**config.mk**
```make
export PLATFORM = sky130hd
export DESIGN_NAME = spi_rf_slave
export DESIGN_NICKNAME = d
export VERILOG_FILES = /design/src/rtl/spi_rf_pkg.sv /design/src/rtl/spi_rf_sync.sv /design/src/rtl/spi_rf_shift.sv /design/src/rtl/spi_rf_ctrl.sv /design/src/rtl/spi_rf_slave.sv
export SDC_FILE = /design/constraint.sdc
export NUM_CORES = 1
export LEC_CHECK = 0
export ABC_AREA = 1
export CAP_MARGIN = 30
export CORE_MARGIN = 2
export CORE_UTILIZATION = 47
export CTS_BUF_LIST = sky130_fd_sc_hd__clkbuf_4 sky130_fd_sc_hd__clkbuf_8
export CTS_CLUSTER_SIZE = 40
export DETAILED_ROUTE_END_ITERATION = 16
export PLACE_DENSITY = 0.71
export SLEW_MARGIN = 15
export SYNTH_ARGS = -nofsm -noshare
export SYNTH_HDL_FRONTEND = slang
export SYNTH_SLANG_ARGS = --single-unit
```
**constraint.sdc**
```tcl
create_clock -name clk -period 3.5 [get_ports clk]
set_clock_uncertainty 0.2 [all_clocks]
set_input_delay 0.35 -clock clk [delete_from_list [all_inputs] [get_ports clk]]
set_output_delay 0.35 -clock clk [all_outputs]
set_load 0.005 [all_outputs]
```
**src/rtl/spi_rf_pkg.sv**
```systemverilog
package spi_rf_pkg;

  localparam int BYTE_W = 8;
  localparam int BIT_CNT_W = $clog2(BYTE_W);

  localparam logic [BYTE_W-1:0] CMD_WRITE = 8'h01;
  localparam logic [BYTE_W-1:0] CMD_READ  = 8'h02;
  localparam logic [BYTE_W-1:0] CMD_BURST = 8'h03;

  typedef enum logic [2:0] {
    PH_CMD,
    PH_ADR,
    PH_WDATA,
    PH_RDATA,
    PH_HOLD
  } phase_e;

  // Reading commands fetch a byte once the address byte has arrived.
  function automatic logic cmd_is_read(input logic [BYTE_W-1:0] c);
    return (c == CMD_READ) || (c == CMD_BURST);
  endfunction

  // The burst address advances modulo the address space.
  function automatic logic [BYTE_W-1:0] addr_step(input logic [BYTE_W-1:0] a);
    return a + {{(BYTE_W-1){1'b0}}, 1'b1};
  endfunction

endpackage

```
**src/rtl/spi_rf_sync.sv**
```systemverilog
module spi_rf_sync #(
  parameter int   STAGES  = 2,
  parameter logic RST_VAL = 1'b0
) (
  input  logic clk,
  input  logic rst_n,
  input  logic d,
  output logic q
);

  logic [STAGES-1:0] chain_q;

  always_ff @(posedge clk or negedge rst_n) begin
    if (!rst_n) chain_q <= {STAGES{RST_VAL}};
    else        chain_q <= {chain_q[STAGES-2:0], d};
  end

  assign q = chain_q[STAGES-1];

endmodule

```
**src/rtl/spi_rf_shift.sv**
```systemverilog
module spi_rf_shift
  import spi_rf_pkg::*;
(
  input  logic              clk,
  input  logic              rst_n,
  input  logic              frame_on,
  input  logic              sck_rise,
  input  logic              sck_fall,
  input  logic              sdi,
  input  logic              load_en,
  input  logic [BYTE_W-1:0] load_byte,
  output logic [BYTE_W-1:0] rx_byte,
  output logic              byte_done,
  output logic              sdo_bit
);

  logic [BYTE_W-2:0]    in_q;
  logic [BIT_CNT_W-1:0] cnt_q;
  logic [BYTE_W-1:0]    out_q;
  logic                 bit_q;

  // Named shift events, brought out for the checks below.
  logic in_shift_ev, out_shift_ev;
  assign in_shift_ev  = frame_on && sck_rise;
  assign out_shift_ev = frame_on && sck_fall && !load_en;

  always_ff @(posedge clk or negedge rst_n) begin
    if (!rst_n) begin
      in_q  <= '0;
      cnt_q <= '0;
    end else if (!frame_on) begin
      in_q  <= '0;
      cnt_q <= '0;
    end else if (in_shift_ev) begin
      in_q  <= {in_q[BYTE_W-3:0], sdi};
      cnt_q <= cnt_q + 1'b1;
    end
  end

  always_ff @(posedge clk or negedge rst_n) begin
    if (!rst_n) begin
      out_q <= '0;
      bit_q <= 1'b0;
    end else if (load_en) begin
      out_q <= load_byte;
    end else if (out_shift_ev) begin
      bit_q <= out_q[BYTE_W-1];
      out_q <= {out_q[BYTE_W-2:0], 1'b0};
    end
  end

  assign rx_byte   = {in_q, sdi};
  assign byte_done = in_shift_ev && (cnt_q == BIT_CNT_W'(BYTE_W - 1));
  assign sdo_bit   = bit_q;

  assert_idle_count_R1: assert property (@(posedge clk) disable iff (!rst_n)
    !frame_on |=> (cnt_q == '0));

  assert_sdo_falling_only_R10: assert property (@(posedge clk) disable iff (!rst_n)
    !out_shift_ev |=> $stable(bit_q));

endmodule

```
**src/rtl/spi_rf_ctrl.sv**
```systemverilog
module spi_rf_ctrl
  import spi_rf_pkg::*;
#(
  parameter logic [BYTE_W-1:0] TRACE_ADR_LOC = 8'hFE,
  parameter logic [BYTE_W-1:0] TRACE_DAT_LOC = 8'hFF
) (
  input  logic              clk,
  input  logic              rst_n,
  input  logic              frame_on,
  input  logic              byte_done,
  input  logic [BYTE_W-1:0] rx_byte,
  input  logic [BYTE_W-1:0] rf_rdata,
  output logic [BYTE_W-1:0] rf_addr,
  output logic              rf_rd_en,
  output logic              rf_wr_en,
  output logic [BYTE_W-1:0] rf_wdata,
  output logic              load_en,
  output logic [BYTE_W-1:0] load_byte,
  output logic              sdo_oe
);

  phase_e            ph_q;
  logic [BYTE_W-1:0] cmd_q, adr_q, trc_adr_q, trc_dat_q;
  logic              oe_q;

  // Named events of the frame sequence.
  logic cmd_done, adr_done, wr_commit, fetch_first, fetch_next, fetch;
  logic [BYTE_W-1:0] fetch_addr;

  assign cmd_done    = byte_done && (ph_q == PH_CMD);
  assign adr_done    = byte_done && (ph_q == PH_ADR);
  assign wr_commit   = byte_done && (ph_q == PH_WDATA);
  assign fetch_first = adr_done && cmd_is_read(cmd_q);
  assign fetch_next  = byte_done && (ph_q == PH_RDATA) && (cmd_q == CMD_BURST);
  assign fetch       = fetch_first || fetch_next;
  assign fetch_addr  = fetch_first ? rx_byte : addr_step(adr_q);

  assign rf_addr  = fetch ? fetch_addr : adr_q;
  assign rf_rd_en = fetch;
  assign rf_wr_en = wr_commit;
  assign rf_wdata = rx_byte;
  assign load_en  = fetch;
  assign sdo_oe   = oe_q;

  always_comb begin
    if (fetch_addr == TRACE_ADR_LOC)      load_byte = trc_adr_q;
    else if (fetch_addr == TRACE_DAT_LOC) load_byte = trc_dat_q;
    else                                  load_byte = rf_rdata;
  end

  always_ff @(posedge clk or negedge rst_n) begin
    if (!rst_n) begin
      ph_q  <= PH_CMD;
      cmd_q <= '0;
      adr_q <= '0;
      oe_q  <= 1'b0;
    end else if (!frame_on) begin
      ph_q <= PH_CMD;
      oe_q <= 1'b0;
    end else begin
      unique case (ph_q)
        PH_CMD: if (cmd_done) begin
          cmd_q <= rx_byte;
          ph_q  <= PH_ADR;
        end
        PH_ADR: if (adr_done) begin
          adr_q <= rx_byte;
          if (cmd_q == CMD_WRITE) begin
            ph_q <= PH_WDATA;
          end else if (cmd_is_read(cmd_q)) begin
            ph_q <= PH_RDATA;
            oe_q <= 1'b1;
          end else begin
            ph_q <= PH_HOLD;
          end
        end
        PH_WDATA: if (wr_commit) ph_q <= PH_HOLD;
        PH_RDATA: if (byte_done) begin
          if (fetch_next) begin
            adr_q <= fetch_addr;
          end else begin
            ph_q <= PH_HOLD;
            oe_q <= 1'b0;
          end
        end
        default: ;
      endcase
    end
  end

  always_ff @(posedge clk or negedge rst_n) begin
    if (!rst_n) begin
      trc_adr_q <= '0;
      trc_dat_q <= '0;
    end else if (wr_commit) begin
      trc_adr_q <= adr_q;
      trc_dat_q <= rx_byte;
    end
  end

  assert_write_cmd_only_R5: assert property (@(posedge clk) disable iff (!rst_n)
    rf_wr_en |-> (cmd_q == CMD_WRITE));

  assert_rd_wr_exclusive_R8: assert property (@(posedge clk) disable iff (!rst_n)
    !(rf_wr_en && rf_rd_en));

  assert_fetch_read_cmd_R3: assert property (@(posedge clk) disable iff (!rst_n)
    rf_rd_en |-> cmd_is_read(cmd_q));

  assert_trace_capture_R6: assert property (@(posedge clk) disable iff (!rst_n)
    $past(rf_wr_en) |-> (trc_adr_q == $past(rf_addr)) && (trc_dat_q == $past(rf_wdata)));

  assert_header_quiet_R4: assert property (@(posedge clk) disable iff (!rst_n)
    ((ph_q == PH_CMD) || (ph_q == PH_ADR)) |-> !oe_q);

  assert_fetch_drives_R7: assert property (@(posedge clk) disable iff (!rst_n)
    rf_rd_en |=> (oe_q && (ph_q == PH_RDATA)));

endmodule

```
**src/rtl/spi_rf_slave.sv**
```systemverilog
module spi_rf_slave
  import spi_rf_pkg::*;
#(
  parameter int                SYNC_STAGES   = 2,
  parameter logic [BYTE_W-1:0] TRACE_ADR_LOC = 8'hFE,
  parameter logic [BYTE_W-1:0] TRACE_DAT_LOC = 8'hFF
) (
  input  logic              clk,
  input  logic              rst_n,
  input  logic              spi_cs_n,
  input  logic              spi_sck,
  input  logic              spi_sdi,
  output logic              spi_sdo,
  output logic              spi_sdo_oe,
  output logic [BYTE_W-1:0] rf_addr,
  output logic              rf_rd_en,
  input  logic [BYTE_W-1:0] rf_rdata,
  output logic              rf_wr_en,
  output logic [BYTE_W-1:0] rf_wdata
);

  localparam int         N_LINES  = 3;
  localparam logic [2:0] LINE_RST = 3'b001;  // bit0 chip select idles high

  logic [N_LINES-1:0] line_raw, line_s;
  assign line_raw = {spi_sdi, spi_sck, spi_cs_n};

  for (genvar g = 0; g < N_LINES; g++) begin : g_sync
    spi_rf_sync #(.STAGES(SYNC_STAGES), .RST_VAL(LINE_RST[g])) sync_i (
      .clk   (clk),
      .rst_n (rst_n),
      .d     (line_raw[g]),
      .q     (line_s[g])
    );
  end

  logic cs_n_s, sck_s, sdi_s, sck_prev_q;
  assign cs_n_s = line_s[0];
  assign sck_s  = line_s[1];
  assign sdi_s  = line_s[2];

  always_ff @(posedge clk or negedge rst_n) begin
    if (!rst_n) sck_prev_q <= 1'b0;
    else        sck_prev_q <= sck_s;
  end

  logic frame_on, sck_rise, sck_fall;
  assign frame_on = !cs_n_s;
  assign sck_rise = sck_s && !sck_prev_q;
  assign sck_fall = !sck_s && sck_prev_q;

  logic [BYTE_W-1:0] rx_byte, load_byte;
  logic              byte_done, load_en, sdo_bit;

  spi_rf_shift shift_i (
    .clk       (clk),
    .rst_n     (rst_n),
    .frame_on  (frame_on),
    .sck_rise  (sck_rise),
    .sck_fall  (sck_fall),
    .sdi       (sdi_s),
    .load_en   (load_en),
    .load_byte (load_byte),
    .rx_byte   (rx_byte),
    .byte_done (byte_done),
    .sdo_bit   (sdo_bit)
  );

  spi_rf_ctrl #(.TRACE_ADR_LOC(TRACE_ADR_LOC), .TRACE_DAT_LOC(TRACE_DAT_LOC)) ctrl_i (
    .clk       (clk),
    .rst_n     (rst_n),
    .frame_on  (frame_on),
    .byte_done (byte_done),
    .rx_byte   (rx_byte),
    .rf_rdata  (rf_rdata),
    .rf_addr   (rf_addr),
    .rf_rd_en  (rf_rd_en),
    .rf_wr_en  (rf_wr_en),
    .rf_wdata  (rf_wdata),
    .load_en   (load_en),
    .load_byte (load_byte),
    .sdo_oe    (spi_sdo_oe)
  );

  assign spi_sdo = spi_sdo_oe && sdo_bit;

  assert_no_strobe_idle_R1: assert property (@(posedge clk) disable iff (!rst_n)
    !frame_on |-> !(rf_wr_en || rf_rd_en));

endmodule

```
Word level (Yosys, flattened, before mapping) --
Index checks and enable logic that the tools add are counted.
Storage, ports and cells: register bits after elaboration 62, input port bits 13, output and inout port bits 20, word-level logic and storage cells 97
Operators by class: add/sub/neg operators 2, equal/unequal tests 19, mux-type cells 30, bitwise gates (word level) 2, reductions and logical operators 30
Operator list (count):
- $mux W8 | 9
- $mux W3 | 10
- $eq A8 B2 Y1 const B | 2
- $eq A8 B8 Y1 const B | 2
- $pmux W8 S2 | 1
- $mux W7 | 2
- $logic_and A1 B1 Y1 | 13
- $ne A3 B3 Y1 const B | 4
- $pmux W3 S4 | 1
- $reduce_and A6 Y1 | 2
- $ne A3 B2 Y1 const B | 3
- $add A8 B1 Y8 const B | 1
- $eq A8 B1 Y1 const B | 1
- $eq A3 B2 Y1 const B | 2
- $mux W1 | 6
- $ne A2 B1 Y1 const B | 3
- $reduce_bool A2 Y1 | 3
- $reduce_and A5 Y1 | 1
- $reduce_bool A5 Y1 | 1
- $logic_not A1 Y1 | 4
- $add A3 B1 Y3 const B | 1
- $eq A3 B1 Y1 const B | 1
- $eq A3 B3 Y1 const B | 1
- $logic_not A3 Y1 | 1
- 6 further kinds | 8

Longest topological paths before layout --
word-level depth 11, gate-level depth with buffers 17, mapped depth without buffers 16

By module --
A second synthesis with hierarchy kept.
Unflattened totals: cell total of the unflattened synthesis 433, area, all modules 3438.3 um2
Modules (own cells, without submodules):
- spi_rf_ctrl | times used 1, cells an instance 311, area each 2327.2 um2, seq. area each 900.9 um2
- spi_rf_shift | times used 1, cells an instance 108, area each 907.1 um2, seq. area each 475.5 um2
- spi_rf_sync (g_sync[1].sync_i ...) | times used 2, cells an instance 2, area each 50.0 um2, seq. area each 50.0 um2
- spi_rf_sync (g_sync[0].sync_i) | times used 1, cells an instance 2, area each 52.6 um2, seq. area each 52.6 um2
- spi_rf_slave | times used 1, cells an instance 8, area each 51.3 um2, seq. area each 25.0 um2

Worst setup path before layout --
OpenSTA, ideal clock, no wires.
path type register -> output, start register shift_i.cnt_q[0], end output port rf_addr[5], data arrival time 1.653 ns, required time 2.950 ns, setup slack 1.297 ns, cell stages (with the launch flop) 11, buffers on the path 2, cell sequence dfrtp_1 > ha_1 > ha_1 > inv_1 > nor2_4 > buf_6 > nand3_1 > o21ai_2 > buf_2 > nand2_1 > o21ai_0
Between the ends: longest elaborated chain between the ends 6, elaborated cells on any way between the ends 9, those cells by class eq/ne (1); mux (2); reduce/logical (6)
Ends and longest elaborated chain:
- start, declared | RTL line spi_rf_shift.sv:18 | logic [BIT_CNT_W-1:0] cnt_q;
- start signal, assigned | RTL line spi_rf_shift.sv:36 | cnt_q <= cnt_q + 1'b1;
- $eq A3 B3 Y1 * | RTL line spi_rf_shift.sv:53 | assign byte_done = in_shift_ev && (cnt_q == BIT_CNT_W'(BYTE_W - 1));
- $logic_and A1 B1 Y1 * | RTL line spi_rf_shift.sv:53
- $logic_and A1 B1 Y1 (on tied branches) | RTL line spi_rf_ctrl.sv:31, spi_rf_ctrl.sv:34
- $logic_and A1 B1 Y1 (on tied branches) | RTL line spi_rf_ctrl.sv:33, spi_rf_ctrl.sv:34
- $mux W8 / $logic_or A1 B1 Y1 (equally long branches) | RTL line spi_rf_ctrl.sv:36, spi_rf_ctrl.sv:35
- $mux W8 * | RTL line spi_rf_ctrl.sv:38 | assign rf_addr = fetch ? fetch_addr : adr_q;
- end, declared | RTL line spi_rf_slave.sv:15 | output logic [BYTE_W-1:0] rf_addr,
Every way passes the cells marked *; elsewhere a longest branch is shown, timed or not.

Worst setup path in the final report --
start register shift_i.cnt_q[0], end output port rf_addr[1]
The elaborated chain is that of the path after synthesis.

==> summary.txt <==
=================================================================================
Outcome                                                                 completed
RSZ-0062 raised after global routing                                        false
Crit path capture type                                                 output pin
TritonCTS Sinks                                                                62
First-pass iteration count of the detailed router                               5
Nets in the synthesized netlist                                               456
Final Non-Filler Cells                                                        581
Number of maximum-capacitance violations                                        0
Die footprint                                                        0.007976 sq mm
Most frequent cells in the layout                                    nand2_1, inv_1, dfrtp_1
Ratio of cells with drive above 1 in the final layout                      0.1079
Period utilization                                                         0.9226
Crit path largest cell delay                                              0.52 ns
Post-route minimum period                                                3.229 ns
Required time of the critical path                                        2.95 ns
Worst-skew pair later-pin latency                                         0.35 ns
Total count of hold-check failures in the final report                          0
Number of warnings reported in the yosys synthesis log                          0
GR Overflow Total                                                               0
Worst-case hold slack                                                   0.1559 ns
Clock Path Buffers                                                              2
Most common cell after layout, fill and taps aside                        nand2_1
Layout net count                                                              493
Post-detailed-route via-to-cell ratio                                       5.105
Cell variety after synth                                                       33
Actual slew at the worst max-slew pin                                   0.5619 ns
Area share of the leading cell type in the synthesized netlist             0.4389
CTS tree                                                                     done
Achievable frequency                                                    309.7 MHz
Total wire length                                                         8190 um
Vias                                                                         2966
Average wire per cell in the routed design                               14.10 um
Aggregate global-route resource usage                                      0.2254
Setup Viol. Count Final                                                         0
Min setup slack post-route                                              0.2708 ns
Final slew viol count                                                           0
Drt drc                                                                         0
Largest fanout on the critical path                                            23
First-pass GRT wire length                                               13460 um
Horizontal die dimension                                                 89.31 um
Cells along the critical path                                        ha_1, ha_1, inv_1, nor2_4, nand3_1, o21ai_2, buf_4, nand2_1, o21ai_0, clkdlybuf4s50_1
Worst slack at placement                                                0.6567 ns
Count of fill cells added during filler insertion                             684
Initial antenna violation count                                                 0
Relative slew margins                                                      0.6245
Area leader, netlist                                                      dfrtp_1
Post-synthesis instance area                                         0.003421 sq mm
Register clock-pin slew on the reported worst setup and hold paths        0.06 ns
Static power due to leakage                                              1.967 nW
Core area                                                            0.007137 sq mm
Gates resized, CTS repair                                                       0
Flop and latch count out of synthesis                                          62
# port buffers                                                                 32
Number of post-CTS setup repair buffers                                         0
Type of the worst setup path                                         flop to output pin
Highest ir drop seen on vdd                                              326.2 uV
Post-synthesis instance total                                                 440
Maximum number of pins on one net before global-route repair                   41
CP Data Arrival Time                                                      2.68 ns
Area added between synthesis and finish                                    18.76%
Via count of the first global-routing pass                                   2801
TritonCTS Buffers                                                               9
Starting Density                                                           0.4793
Number of core rows                                                            31
Slowest-stage cell, CP                                               clkdlybuf4s50_1
Maximum level of the CTS H-tree                                                 3
Areal power density over the cells                                   422.1 mW/mm^2
DP Area                                                              0.003810 sq mm
Final Cell Area                                                      0.004063 sq mm
Boundary pin count                                                             33
Height of the chip                                                       89.31 um
Detailed placer's ending HPWL                                             5933 um
Last weighted congestion value of the routability-driven placer            0.8687
Path category of the worst min-delay check                           flop to flop
Largest cells by area after synthesis                                dfrtp_1, nand2_1, inv_1
Mean instance size in the synthesized netlist                         7.775 sq um
Most frequent cell on the critical path                                      ha_1
Sequential area share after synthesis                                      0.4543
Number of placed instances with taps included                                 563
Cell at the root of the clock tree                                       clkbuf_8
Power, Total                                                             1.715 mW
Initial DRC Count                                                             191
Finished Core Util                                                         0.5693
Diodes inserted                                                                 0
Setup TNS                                                                    0 ns
Routed Antenna Nets                                                             0
Launching element type of the critical path                                  flop
=================================================================================
## cells by family after synthesis
group                    Yosys count  synth area share
AND/OR/NAND/NOR                  210            0.2933
buffers and inverters             86            0.1061
AO/OA/AOI/OAI                     76            0.1276
flip-flops                        62            0.4543
XOR/XNOR                           3          0.007682
adder cells (fa/ha/maj)            3           0.01097
## worst paths after layout
kind                                                       startpoint                               endpoint  slack [ns]  cells after the start
worst min-delay path            g_sync[2].sync_i.chain_q[0]$_DFF_PN0_  g_sync[2].sync_i.chain_q[1]$_DFF_PN0_        0.16                      0
worst max-delay path                     shift_i.cnt_q[0]$_DFFE_PN0P_                             rf_addr[1]        0.27                     10
worst max register to register           shift_i.cnt_q[0]$_DFFE_PN0P_           shift_i.out_q[0]$_DFFE_PN0P_        0.93                     15
max in group asynchronous                                       rst_n  g_sync[0].sync_i.chain_q[1]$_DFF_PN1_        2.08                      4
worst min register to register  g_sync[2].sync_i.chain_q[0]$_DFF_PN0_  g_sync[2].sync_i.chain_q[1]$_DFF_PN0_        0.16                      0
min in group asynchronous                                       rst_n        ctrl_i.trc_dat_q[6]$_DFFE_PN0N_        0.17                      2
## cell usage after synthesis
| cell | n |
|---|---|
| nand3_1 | 37 |
| nand4_1 | 8 |
| o2111ai_1 | 1 |
| o21ai_0 | 38 |
| nand3_4 | 2 |
| o31ai_1 | 3 |
| nand2_1 | 128 |
| nor3_1 | 2 |
| dfrtp_1 | 60 |
| nand2_2 | 7 |
| ha_1 | 3 |
| nor2_1 | 16 |
| nand2_4 | 1 |
| o21ai_2 | 1 |
| a22oi_1 | 9 |
| buf_6 | 3 |
| a21oi_1 | 9 |
| o22ai_1 | 13 |
| nor2_2 | 1 |
| inv_2 | 7 |
| clkinv_4 | 1 |
| o21ai_1 | 1 |
| clkinv_1 | 1 |
| inv_1 | 65 |
| o211ai_1 | 1 |
| nor3_4 | 1 |
| buf_4 | 2 |
| xor2_1 | 3 |
| buf_2 | 4 |
| nor2_4 | 4 |
| nor2_8 | 3 |
| dfstp_2 | 2 |
| clkbuf_1 | 3 |
## per-layer routing
| layer | routed length, um | global-route usage | part of all wire |
|---|---|---|---|
| met3 | 363 | 0.05540 | 0.044 |
| met4 | 142 | 0.07191 | 0.017 |
| met2 | 4006 | 0.3596 | 0.49 |
| met5 | 0 | 0 | 0 |
| met1 | 3677 | 0.3035 | 0.45 |
## critical path, delay by kind of cell, from the launching register on
kind                     cells  cell delay [ns]
AO/OA/AOI/OAI                2             0.24
adder cells (fa/ha/maj)      2             0.38
buffers and inverters        3             0.86
flip-flops                   1             0.37
AND/OR/NAND/NOR              3             0.48
## registers in the layout (all words and copies together), names as in the netlist
register               count
ctrl_i.trc_dat_q           8
g_sync.sync_i.chain_q      6
shift_i.sdo_bit            1
ctrl_i.trc_adr_q           8
ctrl_i.sdo_oe              1
shift_i.in_q               7
sck_prev_q                 1
ctrl_i.cmd_q               8
shift_i.cnt_q              3
ctrl_i.ph_q                3
shift_i.out_q              8
ctrl_i.adr_q               8
## report_power, final
group | internal [mW] | switching (mW)
sequential | 0.756 | 0.0381
combinational | 0.0849 | 0.128
clock | 0.434 | 0.273
total | 1.28 | 0.440
## final cells by class
class / count / area [sq um] / share of cell area
Sequential cell: 62 / 1554 / 0.3825
Clock inverter: 4 / 70.07 / 0.01725
Multi-Input combinational cell: 292 / 1504 / 0.3702
Tap cell: 99 / 123.9 / 0.03049
Inverter: 74 / 282.8 / 0.06960
Clock buffer: 12 / 152.6 / 0.03757
Timing Repair Buffer: 38 / 375.4 / 0.09239
## repair_timing
action | 4_1_cts | 5_1_grt
hold buffers | 1 | 0
hold endpoints to repair | 39 | 0
setup endpoints to repair | 0 | 3
No activity file was read; power rests on OpenSTA's default activity.
